$ cat config.mk
export PLATFORM = sky130hd
export DESIGN_NAME = scl_timing_gen
export DESIGN_NICKNAME = d
export VERILOG_FILES = /design/src/rtl/scl_timing_pkg.sv /design/src/rtl/scl_cfg_shadow.sv /design/src/rtl/scl_phase_ctr.sv /design/src/rtl/scl_phase_fsm.sv /design/src/rtl/scl_timing_gen.sv
export SDC_FILE = /design/constraint.sdc
export NUM_CORES = 1
export LEC_CHECK = 0
export BUFFER_PORTS_ARGS = -buffer_cell sky130_fd_sc_hd__buf_2
export CAP_MARGIN = 30
export CELL_PAD_IN_SITES_DETAIL_PLACEMENT = 2
export CELL_PAD_IN_SITES_GLOBAL_PLACEMENT = 2
export CORE_AREA = 3 3 94 132
export DETAILED_ROUTE_END_ITERATION = 8
export DIE_AREA = 0 0 97 135
export PLACE_DENSITY_LB_ADDON = 0.25
export REMOVE_ABC_BUFFERS = 1
export SYNTH_ARGS = -nofsm -noshare
export SYNTH_HDL_FRONTEND = slang
export SYNTH_SLANG_ARGS = --single-unit
$ cat constraint.sdc
create_clock -name clk -period 3 [get_ports clk]
set_input_delay 0.15 -clock clk [delete_from_list [all_inputs] [get_ports clk]]
set_output_delay 0.15 -clock clk [all_outputs]
set_load 0.01 [all_outputs]
$ cat src/rtl/scl_timing_pkg.sv
package scl_timing_pkg;
  typedef enum logic [1:0] {
    PH_IDLE = 2'd0,
    PH_HOLD = 2'd1,
    PH_LOW  = 2'd2,
    PH_HIGH = 2'd3
  } scl_phase_e;

  // fixed cycle overheads added to the programmed counts
  localparam int HIGH_OVH = 8;
  localparam int LOW_OVH  = 1;
  localparam int HOLD_OVH = 3;
endpackage

$ cat src/rtl/scl_cfg_shadow.sv
module scl_cfg_shadow #(
  parameter int CNT_W  = 16,
  parameter int HI_MIN = 6,
  parameter int LO_MIN = 8,
  localparam int LEN_W = CNT_W + 1
) (
  input  logic             clk,
  input  logic             rst_n,
  input  logic             enable,
  input  logic             speed_fast,
  input  logic [CNT_W-1:0] std_hi_cnt,
  input  logic [CNT_W-1:0] std_lo_cnt,
  input  logic [CNT_W-1:0] fast_hi_cnt,
  input  logic [CNT_W-1:0] fast_lo_cnt,
  output logic [LEN_W-1:0] hold_reload,
  output logic [LEN_W-1:0] low_reload,
  output logic [LEN_W-1:0] high_reload
);
  import scl_timing_pkg::*;

  // index 0: high count, index 1: low count
  logic [1:0][CNT_W-1:0] sel_d, sel_q, clamped;
  logic                  cap_en;

  assign cap_en   = ~enable;
  assign sel_d[0] = speed_fast ? fast_hi_cnt : std_hi_cnt;
  assign sel_d[1] = speed_fast ? fast_lo_cnt : std_lo_cnt;

  always_ff @(posedge clk or negedge rst_n) begin
    if (!rst_n) begin
      sel_q <= '0;
    end else if (cap_en) begin
      sel_q <= sel_d;
    end
  end

  for (genvar i = 0; i < 2; i++) begin : g_clamp
    localparam int MINV = (i == 0) ? HI_MIN : LO_MIN;
    always_comb begin
      if (sel_q[i] < CNT_W'(MINV)) clamped[i] = CNT_W'(MINV);
      else                         clamped[i] = sel_q[i];
    end
  end

  // reload values are phase length minus one
  always_comb begin
    hold_reload = {1'b0, clamped[0]} + LEN_W'(HOLD_OVH - 1);
    high_reload = {1'b0, clamped[0]} + LEN_W'(HIGH_OVH - 1);
    low_reload  = {1'b0, clamped[1]} + LEN_W'(LOW_OVH - 1);
  end
endmodule

$ cat src/rtl/scl_phase_ctr.sv
module scl_phase_ctr #(
  parameter int W = 17
) (
  input  logic         clk,
  input  logic         rst_n,
  input  logic         load,
  input  logic [W-1:0] load_val,
  output logic         expired
);
  logic [W-1:0] cnt_q, cnt_d;

  always_comb begin
    cnt_d = cnt_q;
    if (load)               cnt_d = load_val;
    else if (cnt_q != '0)   cnt_d = cnt_q - W'(1);
  end

  always_ff @(posedge clk or negedge rst_n) begin
    if (!rst_n) cnt_q <= '0;
    else        cnt_q <= cnt_d;
  end

  assign expired = (cnt_q == '0);
endmodule

$ cat src/rtl/scl_phase_fsm.sv
module scl_phase_fsm #(
  parameter int LEN_W = 17
) (
  input  logic             clk,
  input  logic             rst_n,
  input  logic             enable,
  input  logic             start_req,
  input  logic             stop_req,
  input  logic             run_req,
  input  logic             expired,
  input  logic [LEN_W-1:0] hold_reload,
  input  logic [LEN_W-1:0] low_reload,
  input  logic [LEN_W-1:0] high_reload,
  output logic             ctr_load,
  output logic [LEN_W-1:0] ctr_val,
  output logic             drive_low,
  output logic             fall_stb,
  output logic             rise_stb,
  output logic             in_hold,
  output logic             busy
);
  import scl_timing_pkg::*;

  scl_phase_e ph_q, ph_d;
  logic       stop_q, stop_d;
  logic       fall_q, fall_d, rise_q, rise_d;
  logic       stop_now;

  assign stop_now = stop_q | stop_req;

  always_comb begin
    ph_d     = ph_q;
    ctr_load = 1'b0;
    ctr_val  = low_reload;
    fall_d   = 1'b0;
    rise_d   = 1'b0;
    stop_d   = (ph_q != PH_IDLE) & stop_now;
    if (!enable) begin
      ph_d   = PH_IDLE;
      stop_d = 1'b0;
    end else begin
      unique case (ph_q)
        PH_IDLE: if (start_req) begin
          ph_d     = PH_HOLD;
          ctr_load = 1'b1;
          ctr_val  = hold_reload;
        end
        PH_HOLD: if (expired) begin
          ph_d     = PH_LOW;
          ctr_load = 1'b1;
          ctr_val  = low_reload;
          fall_d   = 1'b1;
        end
        PH_LOW: if (expired) begin
          ph_d     = PH_HIGH;
          ctr_load = 1'b1;
          ctr_val  = high_reload;
          rise_d   = 1'b1;
        end
        PH_HIGH: if (expired) begin
          if (run_req && !stop_now) begin
            ph_d     = PH_LOW;
            ctr_load = 1'b1;
            ctr_val  = low_reload;
            fall_d   = 1'b1;
          end else begin
            ph_d   = PH_IDLE;
            stop_d = 1'b0;
          end
        end
        default: ph_d = PH_IDLE;
      endcase
    end
  end

  always_ff @(posedge clk or negedge rst_n) begin
    if (!rst_n) begin
      ph_q   <= PH_IDLE;
      stop_q <= 1'b0;
      fall_q <= 1'b0;
      rise_q <= 1'b0;
    end else begin
      ph_q   <= ph_d;
      stop_q <= stop_d;
      fall_q <= fall_d;
      rise_q <= rise_d;
    end
  end

  assign drive_low = (ph_q == PH_LOW);
  assign in_hold   = (ph_q == PH_HOLD);
  assign busy      = (ph_q != PH_IDLE);
  assign fall_stb  = fall_q;
  assign rise_stb  = rise_q;
endmodule

$ cat src/rtl/scl_timing_gen.sv
module scl_timing_gen #(
  parameter int CNT_W  = 16,
  parameter int HI_MIN = 6,
  parameter int LO_MIN = 8
) (
  input  logic             clk,
  input  logic             rst_n,
  input  logic             enable,
  input  logic             speed_fast,
  input  logic [CNT_W-1:0] std_hi_cnt,
  input  logic [CNT_W-1:0] std_lo_cnt,
  input  logic [CNT_W-1:0] fast_hi_cnt,
  input  logic [CNT_W-1:0] fast_lo_cnt,
  input  logic             start_req,
  input  logic             stop_req,
  input  logic             run_req,
  output logic             scl_drive_low,
  output logic             scl_fall_stb,
  output logic             scl_rise_stb,
  output logic             start_hold,
  output logic             bus_busy
);
  localparam int LEN_W = CNT_W + 1;

  logic [LEN_W-1:0] hold_rl, low_rl, high_rl, ctr_val;
  logic             ctr_load, ctr_exp;

  scl_cfg_shadow #(.CNT_W(CNT_W), .HI_MIN(HI_MIN), .LO_MIN(LO_MIN)) u_cfg (
    .clk         (clk),
    .rst_n       (rst_n),
    .enable      (enable),
    .speed_fast  (speed_fast),
    .std_hi_cnt  (std_hi_cnt),
    .std_lo_cnt  (std_lo_cnt),
    .fast_hi_cnt (fast_hi_cnt),
    .fast_lo_cnt (fast_lo_cnt),
    .hold_reload (hold_rl),
    .low_reload  (low_rl),
    .high_reload (high_rl)
  );

  scl_phase_ctr #(.W(LEN_W)) u_ctr (
    .clk      (clk),
    .rst_n    (rst_n),
    .load     (ctr_load),
    .load_val (ctr_val),
    .expired  (ctr_exp)
  );

  scl_phase_fsm #(.LEN_W(LEN_W)) u_fsm (
    .clk         (clk),
    .rst_n       (rst_n),
    .enable      (enable),
    .start_req   (start_req),
    .stop_req    (stop_req),
    .run_req     (run_req),
    .expired     (ctr_exp),
    .hold_reload (hold_rl),
    .low_reload  (low_rl),
    .high_reload (high_rl),
    .ctr_load    (ctr_load),
    .ctr_val     (ctr_val),
    .drive_low   (scl_drive_low),
    .fall_stb    (scl_fall_stb),
    .rise_stb    (scl_rise_stb),
    .in_hold     (start_hold),
    .busy        (bus_busy)
  );
endmodule

==> results.yml <==
outcome:
  status: "completed"
finish:
  final_cells: 651
  n_antenna_cell: 0
  nets: 587
  fill_cells: 1310
  final_common_cell: "buf_2"
  fin_util_pct: 39.62
  layout_common_cells: "buf_2, nand2_1, dfrtp_1"
  final_cell_area_um2: 4492
  area_growth_pct: 20.83
  ff_latch_area_um2: 1351
  multi_input_area_um2: 2202
  drive_gt1_share_pct: 23.47
synthesis:
  synth-edff-count: 0
  syn_avg_cell_area_um2: 8.625
  synth_seq_area_share_pct: 36.35
  yosysUniqueCellTypes: 55
  syn_area_um2: 3717
  async_reset_ff_share_pct: 100.0
  ys.warnings.count: 0
  synth-seq-cells: 54
  ys.flop_type: "dfrtp_1"
  netlist_instances: 431
drt:
  drc: 0
  wl_per_cell_um: 20.32
  firstDrtPassIters: 4
  drtAntennaViolNets: 0
  viasPerCell: 5.538
  routed_wl_mm: 13.23
  dr_total_vias: 3605
  drt_iter0_markers: 152
min_path:
  holdCritStartpoint: "std_hi_cnt[0]"
  whs_path_depth: 3
  whs_endpoint: "u_cfg.sel_q[0]"
  hp-class: "in -> reg"
global_route:
  antenna_found_initial: 0
  grtUsageTotal_pct: 20.57
  grt_overflow: 0
  grt_max_degree: 68
  grt_pass1_vias: 4048
  grt_pass1_wl_mm: 21.49
cts:
  cts_sinks: 54
  cts_tree: "done"
  cts_max_level: 2
  post-cts-setup-buffers: 0
  clk_pin_slew_ps: 70
  cts_buffers: 5
  clock_latency_ps: 300
  clock_path_buffers: 2
  clockRootBuffer: "clkbuf_16"
placed_design:
  placed_area_um2: 4312
  dp.cells: 642
  dpl.hpwl_mm: 10.28
  portBuffers: 75
  place.gp.congestion: 0.8686
pwr:
  ir_drop_v: 0.0002012
  power_density_nw_per_um2: 634.1
  p_seq_share_pct: 38.6
  p_int_mw: 1.739
  sw_frac_of_total_pct: 38.97
  clock_power_share_pct: 23.5
  p_sw_mw: 1.110
  p_total_mw: 2.848
  p_comb_share_pct: 37.8
  p_leak_nw: 2.008
die:
  core_area_um2: 11340
  start_util_pct: 32.79
  rows: 46
  dieArea_um2: 13100
  die_w_um: 97
  pin_count: 76
  die_y_um: 135
timing:
  fmax_ghz: 0.3659
  hold_violations: 0
  rsz0062_at_grt: "false"
  fin_crit_sh_pct: 91.09
  finalSetupViolations: 0
  worst_clock_skew_ps: 6.163
  finalMaxSlewViolations: 0
  worstMarginPinSlew_ps: 938.9
  min_period_ps: 2733
  tns_ps: 0
  relSlewSlack_pct: 37.40
critical_path:
  r2r_start: "u_cfg.sel_q[7]"
  crit_chain: "nor4_1 > and4_1 > nor2_2 > ha_1 > a21boi_0 > or3_1 > buf_4 > nor2_1 > xor2_1 > a32oi_1 > o21ai_1"
  crit_fanout: 6
  crit_required_ps: 3180
  slowest_stage: "dfrtp_1"
  max_stage_delay_ps: 460
  start_kind: "flop"
  cp.arrival_ps: 2920
  r2r_cells: 11
  critPathCaptureType: "flop"
  reg2reg_to: "u_ctr.cnt_q[11]"
  path_class: "reg -> reg"
  r2r_slack_ps: 270
job:
  drv_cap: 0
==> Yosys cell counts (2+ instances only) <==
master / count / area share (%)
o21ai_0: 39 / 5.3
or3_1: 4 / 0.67
nand2_2: 2 / 0.34
or4_1: 2 / 0.40
buf_2: 5 / 0.67
o21a_1: 2 / 0.40
a21oi_1: 12 / 1.6
nand2b_1: 2 / 0.34
o21ai_1: 4 / 0.54
buf_1: 2 / 0.20
a31oi_1: 10 / 1.7
o22ai_1: 5 / 0.84
nand2_1: 57 / 5.8
a211oi_1: 6 / 1.2
o32ai_1: 2 / 0.47
and2_1: 2 / 0.34
nor3_1: 11 / 1.5
o41ai_1: 3 / 0.71
a22oi_1: 7 / 1.4
a21boi_0: 2 / 0.40
and3_1: 4 / 0.67
inv_1: 12 / 1.2
a32oi_1: 4 / 0.94
o221ai_1: 2 / 0.47
xnor2_1: 14 / 3.3
nand3_1: 9 / 1.2
or4_4: 2 / 0.61
clkbuf_1: 22 / 2.2
dfrtp_1: 54 / 36
nor4_1: 10 / 1.7
nor2_1: 29 / 2.9
ha_1: 10 / 3.4
and4_1: 2 / 0.47
xor2_1: 22 / 5.2
mux2i_1: 32 / 8.6
or2_2: 2 / 0.34
nand4_1: 4 / 0.67
==> cell families after synthesis <==
| logic type | synth area share [%] |
|---|---|
| AO/OA/AOI/OAI | 18.75 |
| XOR/XNOR | 8.482 |
| adder cells (fa/ha/maj) | 3.366 |
| buffers and inverters | 4.611 |
| flip-flops | 36.35 |
| multiplexers | 8.617 |
| AND/OR/NAND/NOR | 19.82 |
==> how the worst max path moves through the flow <==
stage | startpoint | endpoint | slack (ps) | depth (start not counted)
after floorplan | u_ctr.cnt_q[11] | u_ctr.cnt_q[1] | 230 | 6
after global placement | u_cfg.sel_q[15] | u_ctr.cnt_q[11] | 390 | 12
after detailed placement | u_cfg.sel_q[7] | u_ctr.cnt_q[11] | 200 | 11
after CTS | u_cfg.sel_q[7] | u_ctr.cnt_q[11] | 150 | 11
after global routing | u_cfg.sel_q[7] | u_ctr.cnt_q[5] | 40 | 10
final | u_cfg.sel_q[7] | u_ctr.cnt_q[11] | 270 | 11
==> per-layer routing <==
layer,wire length (um),GRT usage (%)
met4,255,5.777
met3,410,2.326
met1,5206,23.47
met2,7358,40.02
met5,0,0
==> critical path, delay by kind of cell, from the launching register on <==
family,cells,cell delay (ps)
AO/OA/AOI/OAI,3,460
XOR/XNOR,1,80
adder cells (fa/ha/maj),1,210
buffers and inverters,1,170
flip-flops,1,460
AND/OR/NAND/NOR,5,1240
==> power groups by stage <==
stage	Clock, mW	Sequential [mW]	Combinational [mW]
after global placement	0	1.09	1.03
after floorplan	0	1.06	0.672
after detailed placement	0	1.11	1.07
after CTS	0.683	1.10	1.08
after global routing	0.714	1.13	1.19
final	0.670	1.10	1.08
==> flip-flops by register name, summed over array words and instances (netlist names) <==
signal and flops:
u_fsm.ph_q 2, u_fsm.fall_stb 1, u_cfg.sel_q 32, u_ctr.cnt_q 17
u_fsm.rise_stb 1, u_fsm.stop_q 1
==> final cells by class <==
type / instances / share of cell area (%)
multi-input combinational: 335 / 49.03
sequential: 54 / 30.08
timing repair buffer: 98 / 12.26
tap: 144 / 4.011
clock buffer: 7 / 2.953
inverter: 12 / 1.003
clock inverter: 1 / 0.6685
==> repair_timing <==
action | in CTS | in global routing
endpoints found under the hold margin | 26 | 0
hold buffers | 1 | 0
endpoints found under the setup margin | 0 | 3
resized for setup | 0 | 2
==> metrics by stage <==
stage          setup slack [ps]  hold WS [ps]
2_1_floorplan             227.5        -145.6
3_3_place_gp              394.5         213.2
3_5_place_dp              199.2         221.3
4_1_cts                   147.4         140.7
5_1_grt                   39.95         152.9
6_report                  267.3         134.7
Power figures use the tool's default switching activity.
